**src/rtl/rb_pkg.sv**
```systemverilog
package rb_pkg;
  // one-cycle strobes from the bus control to the register datapath
  typedef struct packed {
    logic       byteValid;   // a write byte was received
    logic [1:0] bytePos;     // 0 command, 1 data high, 2 data low
    logic [7:0] byteVal;
    logic       writeDone;   // an addressed write transfer ended
    logic       writeWhole;  // it ended on a whole command group
  } rbStrobe_t;
endpackage

```
**src/rtl/rb_bus_ctrl.sv**
```systemverilog
module rb_bus_ctrl
  import rb_pkg::*;
#(
  parameter logic [4:0] ADDR_PREFIX = 5'b00110,
  parameter int SYNC_STAGES = 2
) (
  input  logic        clk,
  input  logic        rstN,
  input  logic        sclIn,
  input  logic        sdaIn,
  input  logic [1:0]  addrSel,
  input  logic [15:0] readWord,
  output rbStrobe_t   strobe,
  output logic        sdaPull
);
  typedef enum logic [3:0] {
    IDLE, ADDR, ADDR_ACK, WR_BYTE, WR_ACK, RD_BYTE, RD_ACKCHK, RD_NEXT, IGNORE
  } busState_t;

  logic [SYNC_STAGES-1:0] sclSync, sdaSync;
  logic sclS, sdaS, sclPrev, sdaPrev;
  logic sclRise, sclFall, startSeen, stopSeen;
  busState_t state;
  logic [3:0] bitCnt;
  logic [7:0] rxByte;
  logic [6:0] txRest;
  logic [1:0] txIdx, groupIdx;
  logic isRead, anyByte;
  logic [7:0] nextByte;

  always_ff @(posedge clk or negedge rstN) begin
    if (!rstN) begin
      sclSync <= '1;
      sdaSync <= '1;
      sclPrev <= 1'b1;
      sdaPrev <= 1'b1;
    end else begin
      sclSync <= {sclSync[SYNC_STAGES-2:0], sclIn};
      sdaSync <= {sdaSync[SYNC_STAGES-2:0], sdaIn};
      sclPrev <= sclS;
      sdaPrev <= sdaS;
    end
  end

  assign sclS      = sclSync[SYNC_STAGES-1];
  assign sdaS      = sdaSync[SYNC_STAGES-1];
  assign sclRise   = sclS & ~sclPrev;
  assign sclFall   = ~sclS & sclPrev;
  assign startSeen = sclS & sclPrev & sdaPrev & ~sdaS;
  assign stopSeen  = sclS & sclPrev & ~sdaPrev & sdaS;
  assign nextByte  = (txIdx == 2'd1) ? readWord[7:0] : 8'hFF;

  always_ff @(posedge clk or negedge rstN) begin
    if (!rstN) begin
      state <= IDLE;
      bitCnt <= '0;
      rxByte <= '0;
      txRest <= '1;
      txIdx <= '0;
      groupIdx <= '0;
      isRead <= 1'b0;
      anyByte <= 1'b0;
      sdaPull <= 1'b0;
      strobe <= '0;
    end else begin
      strobe <= '0;
      if (startSeen || stopSeen) begin
        if ((state == WR_BYTE || state == WR_ACK) && anyByte) begin
          strobe.writeDone  <= 1'b1;
          strobe.writeWhole <= (groupIdx == 2'd0);
        end
        state   <= startSeen ? ADDR : IDLE;
        bitCnt  <= '0;
        sdaPull <= 1'b0;
      end else if (sclRise) begin
        case (state)
          ADDR, WR_BYTE: begin
            rxByte <= {rxByte[6:0], sdaS};
            bitCnt <= bitCnt + 4'd1;
          end
          RD_BYTE:   bitCnt <= bitCnt + 4'd1;
          RD_ACKCHK: state <= sdaS ? IGNORE : RD_NEXT;
          default: ;
        endcase
      end else if (sclFall) begin
        case (state)
          ADDR: if (bitCnt == 4'd8) begin
            bitCnt <= '0;
            if (rxByte[7:1] == {ADDR_PREFIX, addrSel}) begin
              sdaPull  <= 1'b1;
              isRead   <= rxByte[0];
              anyByte  <= 1'b0;
              groupIdx <= '0;
              state    <= ADDR_ACK;
            end else begin
              state <= IGNORE;
            end
          end
          ADDR_ACK: if (isRead) begin
            txRest  <= readWord[14:8];
            sdaPull <= ~readWord[15];
            txIdx   <= 2'd1;
            state   <= RD_BYTE;
          end else begin
            sdaPull <= 1'b0;
            state   <= WR_BYTE;
          end
          WR_BYTE: if (bitCnt == 4'd8) begin
            strobe.byteValid <= 1'b1;
            strobe.bytePos   <= groupIdx;
            strobe.byteVal   <= rxByte;
            groupIdx <= (groupIdx == 2'd2) ? 2'd0 : groupIdx + 2'd1;
            anyByte  <= 1'b1;
            sdaPull  <= 1'b1;
            bitCnt   <= '0;
            state    <= WR_ACK;
          end
          WR_ACK: begin
            sdaPull <= 1'b0;
            state   <= WR_BYTE;
          end
          RD_BYTE: if (bitCnt == 4'd8) begin
            sdaPull <= 1'b0;
            bitCnt  <= '0;
            state   <= RD_ACKCHK;
          end else begin
            sdaPull <= ~txRest[6];
            txRest  <= {txRest[5:0], 1'b1};
          end
          RD_NEXT: begin
            txRest  <= nextByte[6:0];
            sdaPull <= ~nextByte[7];
            txIdx   <= 2'd2;
            state   <= RD_BYTE;
          end
          default: ;
        endcase
      end
    end
  end

  AST_SDA_CHANGES_SCL_LOW: assert property (@(posedge clk) disable iff (!rstN)
    (sdaPull != $past(sdaPull)) |-> !sclS);
  AST_STROBES_EXCLUSIVE: assert property (@(posedge clk) disable iff (!rstN)
    $onehot0({strobe.byteValid, strobe.writeDone}));
  AST_NACK_RELEASES: assert property (@(posedge clk) disable iff (!rstN)
    (state == RD_ACKCHK && sclRise && sdaS) |=> (!sdaPull && state == IGNORE));
endmodule

```
**src/rtl/rb_reg_path.sv**
```systemverilog
module rb_reg_path
  import rb_pkg::*;
#(
  parameter int DATA_BITS = 12,
  parameter logic [7:0] PART_ID = 8'h82,
  parameter logic [2:0] REV_ID = 3'b000
) (
  input  logic                 clk,
  input  logic                 rstN,
  input  rbStrobe_t            strobe,
  output logic [15:0]          readWord,
  output logic [DATA_BITS-1:0] dacValue,
  output logic [DATA_BITS-1:0] codeValue,
  output logic [DATA_BITS-1:0] returnValue,
  output logic [15:0]          statusWord
);
  localparam int PAD = 16 - DATA_BITS;

  logic [3:0] pendNib, lastNib;
  logic [7:0] pendHi;
  logic [15:0] execWord;
  logic [DATA_BITS-1:0] execVal, retReg, codeReg, dacReg;
  logic [15:0] cfgReg, retJust, codeJust, dacJust;
  logic rbValid;

  assign execWord = {pendHi, strobe.byteVal};
  assign execVal  = execWord[15 -: DATA_BITS];

  generate
    if (PAD > 0) begin : g_pad
      assign retJust  = {retReg,  {PAD{1'b0}}};
      assign codeJust = {codeReg, {PAD{1'b0}}};
      assign dacJust  = {dacReg,  {PAD{1'b0}}};
    end else begin : g_full
      assign retJust  = retReg;
      assign codeJust = codeReg;
      assign dacJust  = dacReg;
    end
  endgenerate

  always_ff @(posedge clk or negedge rstN) begin
    if (!rstN) begin
      pendNib <= '0;
      pendHi  <= '0;
      lastNib <= '0;
      retReg  <= '0;
      codeReg <= '0;
      dacReg  <= '0;
      cfgReg  <= 16'h1000;
      rbValid <= 1'b0;
    end else begin
      if (strobe.writeDone) rbValid <= strobe.writeWhole;
      if (strobe.byteValid) begin
        case (strobe.bytePos)
          2'd0: pendNib <= strobe.byteVal[7:4];
          2'd1: pendHi  <= strobe.byteVal;
          default: begin
            lastNib <= pendNib;
            case (pendNib)
              4'b0111: retReg <= execVal;
              4'b1000: codeReg <= execVal;
              4'b1001: begin codeReg <= execVal; dacReg <= execVal; end
              4'b1010, 4'b1011: dacReg <= execVal;
              4'b0100: cfgReg <= execWord | 16'h1000;
              default: ;
            endcase
          end
        endcase
      end
    end
  end

  always_comb begin
    if (!rbValid) readWord = 16'hFFFF;
    else begin
      case (lastNib)
        4'b0000: readWord = {5'b01010, REV_ID, PART_ID};
        4'b0111: readWord = retJust;
        4'b1000: readWord = codeJust;
        4'b1001, 4'b1010, 4'b1011: readWord = dacJust;
        default: readWord = cfgReg;
      endcase
    end
  end

  assign dacValue    = dacReg;
  assign codeValue   = codeReg;
  assign returnValue = retReg;
  assign statusWord  = cfgReg;

  AST_DAC_ONLY_ON_GROUP: assert property (@(posedge clk) disable iff (!rstN)
    (dacReg != $past(dacReg)) |-> $past(strobe.byteValid && strobe.bytePos == 2'd2));
  AST_VALID_ONLY_AT_END: assert property (@(posedge clk) disable iff (!rstN)
    (rbValid != $past(rbValid)) |-> $past(strobe.writeDone));
  AST_STATUS_ONE_BIT: assert property (@(posedge clk) disable iff (!rstN)
    statusWord[12]);
endmodule

```
**src/rtl/dac_readback_i2c.sv**
```systemverilog
module dac_readback_i2c
  import rb_pkg::*;
#(
  parameter logic [4:0] ADDR_PREFIX = 5'b00110,
  parameter int DATA_BITS = 12,
  parameter logic [7:0] PART_ID = 8'h82,
  parameter logic [2:0] REV_ID = 3'b000,
  parameter int SYNC_STAGES = 2
) (
  input  logic                 clk,
  input  logic                 rstN,
  input  logic                 sclIn,
  input  logic                 sdaIn,
  input  logic [1:0]           addrSel,
  output logic                 sdaPull,
  output logic [DATA_BITS-1:0] dacValue,
  output logic [DATA_BITS-1:0] codeValue,
  output logic [DATA_BITS-1:0] returnValue,
  output logic [15:0]          statusWord
);
  rbStrobe_t strobe;
  logic [15:0] readWord;

  rb_bus_ctrl #(.ADDR_PREFIX(ADDR_PREFIX), .SYNC_STAGES(SYNC_STAGES)) i_ctrl (
    .clk(clk), .rstN(rstN), .sclIn(sclIn), .sdaIn(sdaIn), .addrSel(addrSel),
    .readWord(readWord), .strobe(strobe), .sdaPull(sdaPull));

  rb_reg_path #(.DATA_BITS(DATA_BITS), .PART_ID(PART_ID), .REV_ID(REV_ID)) i_path (
    .clk(clk), .rstN(rstN), .strobe(strobe), .readWord(readWord),
    .dacValue(dacValue), .codeValue(codeValue), .returnValue(returnValue),
    .statusWord(statusWord));
endmodule

```
**config.mk**
```make
export PLATFORM = sky130hd
export DESIGN_NAME = dac_readback_i2c
export DESIGN_NICKNAME = d
export VERILOG_FILES = /design/src/rtl/rb_pkg.sv /design/src/rtl/rb_bus_ctrl.sv /design/src/rtl/rb_reg_path.sv /design/src/rtl/dac_readback_i2c.sv
export SDC_FILE = /design/constraint.sdc
export NUM_CORES = 1
export LEC_CHECK = 0
export ABC_AREA = 1
export BUFFER_PORTS_ARGS = -buffer_cell sky130_fd_sc_hd__buf_2
export CAP_MARGIN = 20
export CORE_AREA = 2 2 100 102
export CTS_CLUSTER_SIZE = 25
export DETAILED_ROUTE_END_ITERATION = 16
export DIE_AREA = 0 0 102 104
export PLACE_DENSITY = 0.78
export RECOVER_POWER = 25
export SYNTH_ARGS = -nofsm -noshare
export SYNTH_HDL_FRONTEND = slang
export SYNTH_SLANG_ARGS = --single-unit
export TNS_END_PERCENT = 50
```
**constraint.sdc**
```tcl
create_clock -name clk -period 1.85 [get_ports clk]
set_input_delay 0.2775 -clock clk [delete_from_list [all_inputs] [get_ports clk]]
set_output_delay 0.2775 -clock clk [all_outputs]
set_load 0.1 [all_outputs]
```
==> results.md <==
* Iteration-0 DRC Markers at 399
* Critical Path Fanout Max at 5
* HP Start: i_ctrl.sclSync[0]$_DFF_PN1_
* Tcrit/Tclk final at 0.921
* Reg2reg start: i_ctrl.sclPrev$_DFF_PN1_
* Cells on worst reg2reg path at 8
* Layout cell share with drive strength beyond 1 at 0.182
* RSZ-0062 raised after global routing: no
* Vias at 4806
* Core Footprint at 9550 um^2
* Clk_skew at 0.00742 ns
* Status: complete, no violations
* Hold depth at 0
* Initial antenna violation count at 0
* Cells after DPL at 882
* Hold worst-path end: i_ctrl.sclSync[1]$_DFF_PN1_
* Total power at between 7 and 8 mW
* WP data arrival at roughly 2.2 ns
* Startpoint Class: flip-flop
* First-pass GRT wire length at 22.7 mm
* Critical path type: reg -> reg
* Global route total overflow at 0
* Power Density at 1090 nW/um^2
* GP Congestion at 0.914
* Cell mode on critical path: inv_1
* Clk_lat worst skew at roughly 0.52 ns
* Synth-to-layout area growth at 21.5%
* Pleak at 3.30 nW
* Via density at 5.24
* Number of distinct library cells after synthesis at 30
* Post-Layout Cell Count at 917
* Yosys warns at 0
* R2R Path End: i_ctrl.bitCnt[2]$_DFFE_PN0P_
* Final instance area at 6630 um^2
* Critical path data required time at approximately 2.3 ns
* Synth Cell Area at 5450 um^2
* ANT cells at 0
* Reg-to-reg setup timing slack at 0.15 ns
* Die Y at roughly 100 um
* Worst-margin pin slew at around 1.1 ns
* Final wirelength at 13.8 mm
* TritonCTS clock tree: yes
* Rows at 36
* Total CTS buffers at 17
* Fin crit period at 1.70 ns
* Min-Delay Path Class: reg -> reg
* Min setup slack post-route at 0.145 ns
* Area after DPL at 5990 um^2
* Vias in the first global route at 4634
* Fin. max-slew vios at 0
* Pre-Repair DR Iteration Count at 7
* Seq/Total Area, Yosys at 0.540
* Critical path, cell by cell: inv_1 -> nand2_1 -> inv_1 -> o211ai_1 -> o21ai_0 -> inv_1 -> nand2_1 -> o21ai_0
* VDD IR-drop max at 0.909 mV
* Final setup fails at 0
* Layout fillers at between 800 and 900
* Die W at just over 100 um
* IO Pins at 59
* Slowest CP cell: dfstp_2
* F_max at around 0.59 GHz
* CTS H-tree depth at 4
* Synth Net Count at 696
* Clk slew on worst S/H paths at roughly 0.060 ns
* Synth Register Bits at 117
* Final nets at 780
* Max-slew headroom at 0.273
* Final Hold Viols at 0
* GRT Total Usage at 0.280
* Fin Setup TNS at 0 ns
* Total clock sinks at 117
* DRC Markers at 0
* Hpwl dp at 10.2 mm
* Critical path capture point type: flip-flop
* Pre-CTS setup slack at about 0.16 ns
* Syn avg cell area at between 7 and 8 um^2
* Port buffer count at 57
* DIE AREA at about 11000 um^2
* MaxCap Viol Count at 0
* Largest net degree at the start of global routing at 42
* Final ANT Viol Nets at 0
* Starting Density at 0.571
* Max Root-Sink Buffers at 2
* DR WL/cell at about 15 um
* Root buffer cell: clkbuf_8
* Utilization after layout at 0.694
* Hold Slack at about 0.36 ns
* Syn Inst Count at 688
* CP peak stage delay at 0.52 ns
worst max path at each step:
stage                                             from                      endpoint  cells past startpoint
after floorplan           i_ctrl.bitCnt[0]$_DFFE_PN0P_     i_ctrl.isRead$_DFFE_PN0P_                      9
after global placement        i_ctrl.sclPrev$_DFF_PN1_  i_ctrl.bitCnt[2]$_DFFE_PN0P_                      7
after detailed placement      i_ctrl.sclPrev$_DFF_PN1_  i_ctrl.bitCnt[2]$_DFFE_PN0P_                      8
after CTS                     i_ctrl.sclPrev$_DFF_PN1_  i_ctrl.bitCnt[2]$_DFFE_PN0P_                      8
after global routing       i_ctrl.sclSync[1]$_DFF_PN1_  i_ctrl.rxByte[3]$_DFFE_PN0P_                      4
final                         i_ctrl.sclPrev$_DFF_PN1_  i_ctrl.bitCnt[2]$_DFFE_PN0P_                      8
routing by layer:
metal	global-route usage	vias up	wire length (um)
li1	-	2346	-
met1	0.375	2253	5990
met2	0.437	182	6660
met3	0.0712	25	791
met4	0.107	0	314
met5	0	-	0
kinds of logic (layout without fill, tap and decap cells):
| group | Yosys count | in the layout | synth area share |
|---|---|---|---|
| AO/OA/AOI/OAI | 109 | 109 | 0.103 |
| buffers and inverters | 105 | 201 | 0.0773 |
| flip-flops | 117 | 117 | 0.540 |
| AND/OR/NAND/NOR | 353 | 353 | 0.273 |
| other | 1 | 1 | 0.000688 |
| XOR/XNOR | 1 | 1 | 0.00161 |
| adder cells (fa/ha/maj) | 2 | 2 | 0.00459 |
cell type report:
cell class,instances,area [um^2],area share
clock buffers,24,500,0.0755
multi-input cells,466,2100,0.317
well taps,133,166,0.0251
flip-flops and latches,117,2950,0.445
repair buffers,83,493,0.0744
clock inverters,7,93.8,0.0142
inverters,87,327,0.0493
registers in the layout, summed over array words and instances (netlist names), 7 cells and up:
name                cells
i_path.statusWord      15
i_ctrl.strobe          13
i_path.codeValue       12
i_path.dacValue        12
i_path.returnValue     12
i_ctrl.rxByte           8
i_path.pendHi           8
i_ctrl.txRest           7
critical path, delay by kind of cell (launching register included):
family | cells | cell delay (ns)
simple gates | 2 | 0.23
compound gates | 3 | 0.50
flops | 1 | 0.52
buf+inv | 3 | 0.37
synthesized netlist by cell type, drive strengths merged:
cell type / number / share of area
o31ai: 1 / 0.0014
nand3b: 4 / 0.0055
inv: 87 / 0.060
dfstp: 13 / 0.063
nor2: 87 / 0.069
nand3: 46 / 0.043
or2: 1 / 0.0011
nand4: 6 / 0.0069
nand2: 202 / 0.14
dfrtp: 104 / 0.48
nor4: 1 / 0.0011
conb: 1 / 0.00069
a31oi: 1 / 0.0011
buf: 8 / 0.011
ha: 2 / 0.0046
xor2: 1 / 0.0016
clkbuf: 10 / 0.0069
a21oi: 12 / 0.011
o211ai: 4 / 0.0055
and2: 1 / 0.0011
nor3: 5 / 0.0046
o22ai: 1 / 0.0011
o21ai: 90 / 0.083
power breakdown:
| part | internal, mW | switching [mW] | total (mW) |
|---|---|---|---|
| registers | 2.82 | 0.165 | 2.98 |
| clock network | 2.12 | 1.10 | 3.22 |
| logic | 0.316 | 0.731 | 1.05 |
| total | 5.25 | 2.00 | 7.25 |
layout by cell type, fill, tap and decap left out, types with 2 or more instances in the layout:
| master | Yosys | final |
|---|---|---|
| nor2_1 | 78 | 77 |
| clkbuf_1 | 10 | 3 |
| nand2_2 | 4 | 4 |
| nand2_1 | 198 | 198 |
| dfstp_2 | 13 | 11 |
| buf_2 | 4 | 56 |
| dfstp_1 | 0 | 2 |
| o211ai_1 | 4 | 4 |
| clkinv_2 | 0 | 2 |
| o21ai_0 | 90 | 90 |
| inv_1 | 82 | 81 |
| a21oi_1 | 12 | 12 |
| buf_4 | 2 | 20 |
| nor2_2 | 4 | 4 |
| dfrtp_1 | 104 | 103 |
| nand4_1 | 6 | 6 |
| clkbuf_8 | 0 | 7 |
| clkbuf_16 | 0 | 16 |
| nor3_1 | 5 | 5 |
| nand3b_1 | 4 | 4 |
| nand3_2 | 1 | 2 |
| dlygate4sd3_1 | 0 | 3 |
| bufinv_16 | 0 | 2 |
| nor2_4 | 5 | 6 |
| inv_2 | 5 | 6 |
| nand3_1 | 45 | 44 |
| clkinvlp_4 | 0 | 2 |
| ha_1 | 2 | 2 |
repair_timing:
item                                   CTS  global route
buffers inserted                         0             1
endpoints found under the hold margin   31             0
hold buffers                             3             0
setup endpoints to repair                0            12
resized for setup                        0             5
(Power assumes the default switching activity.)
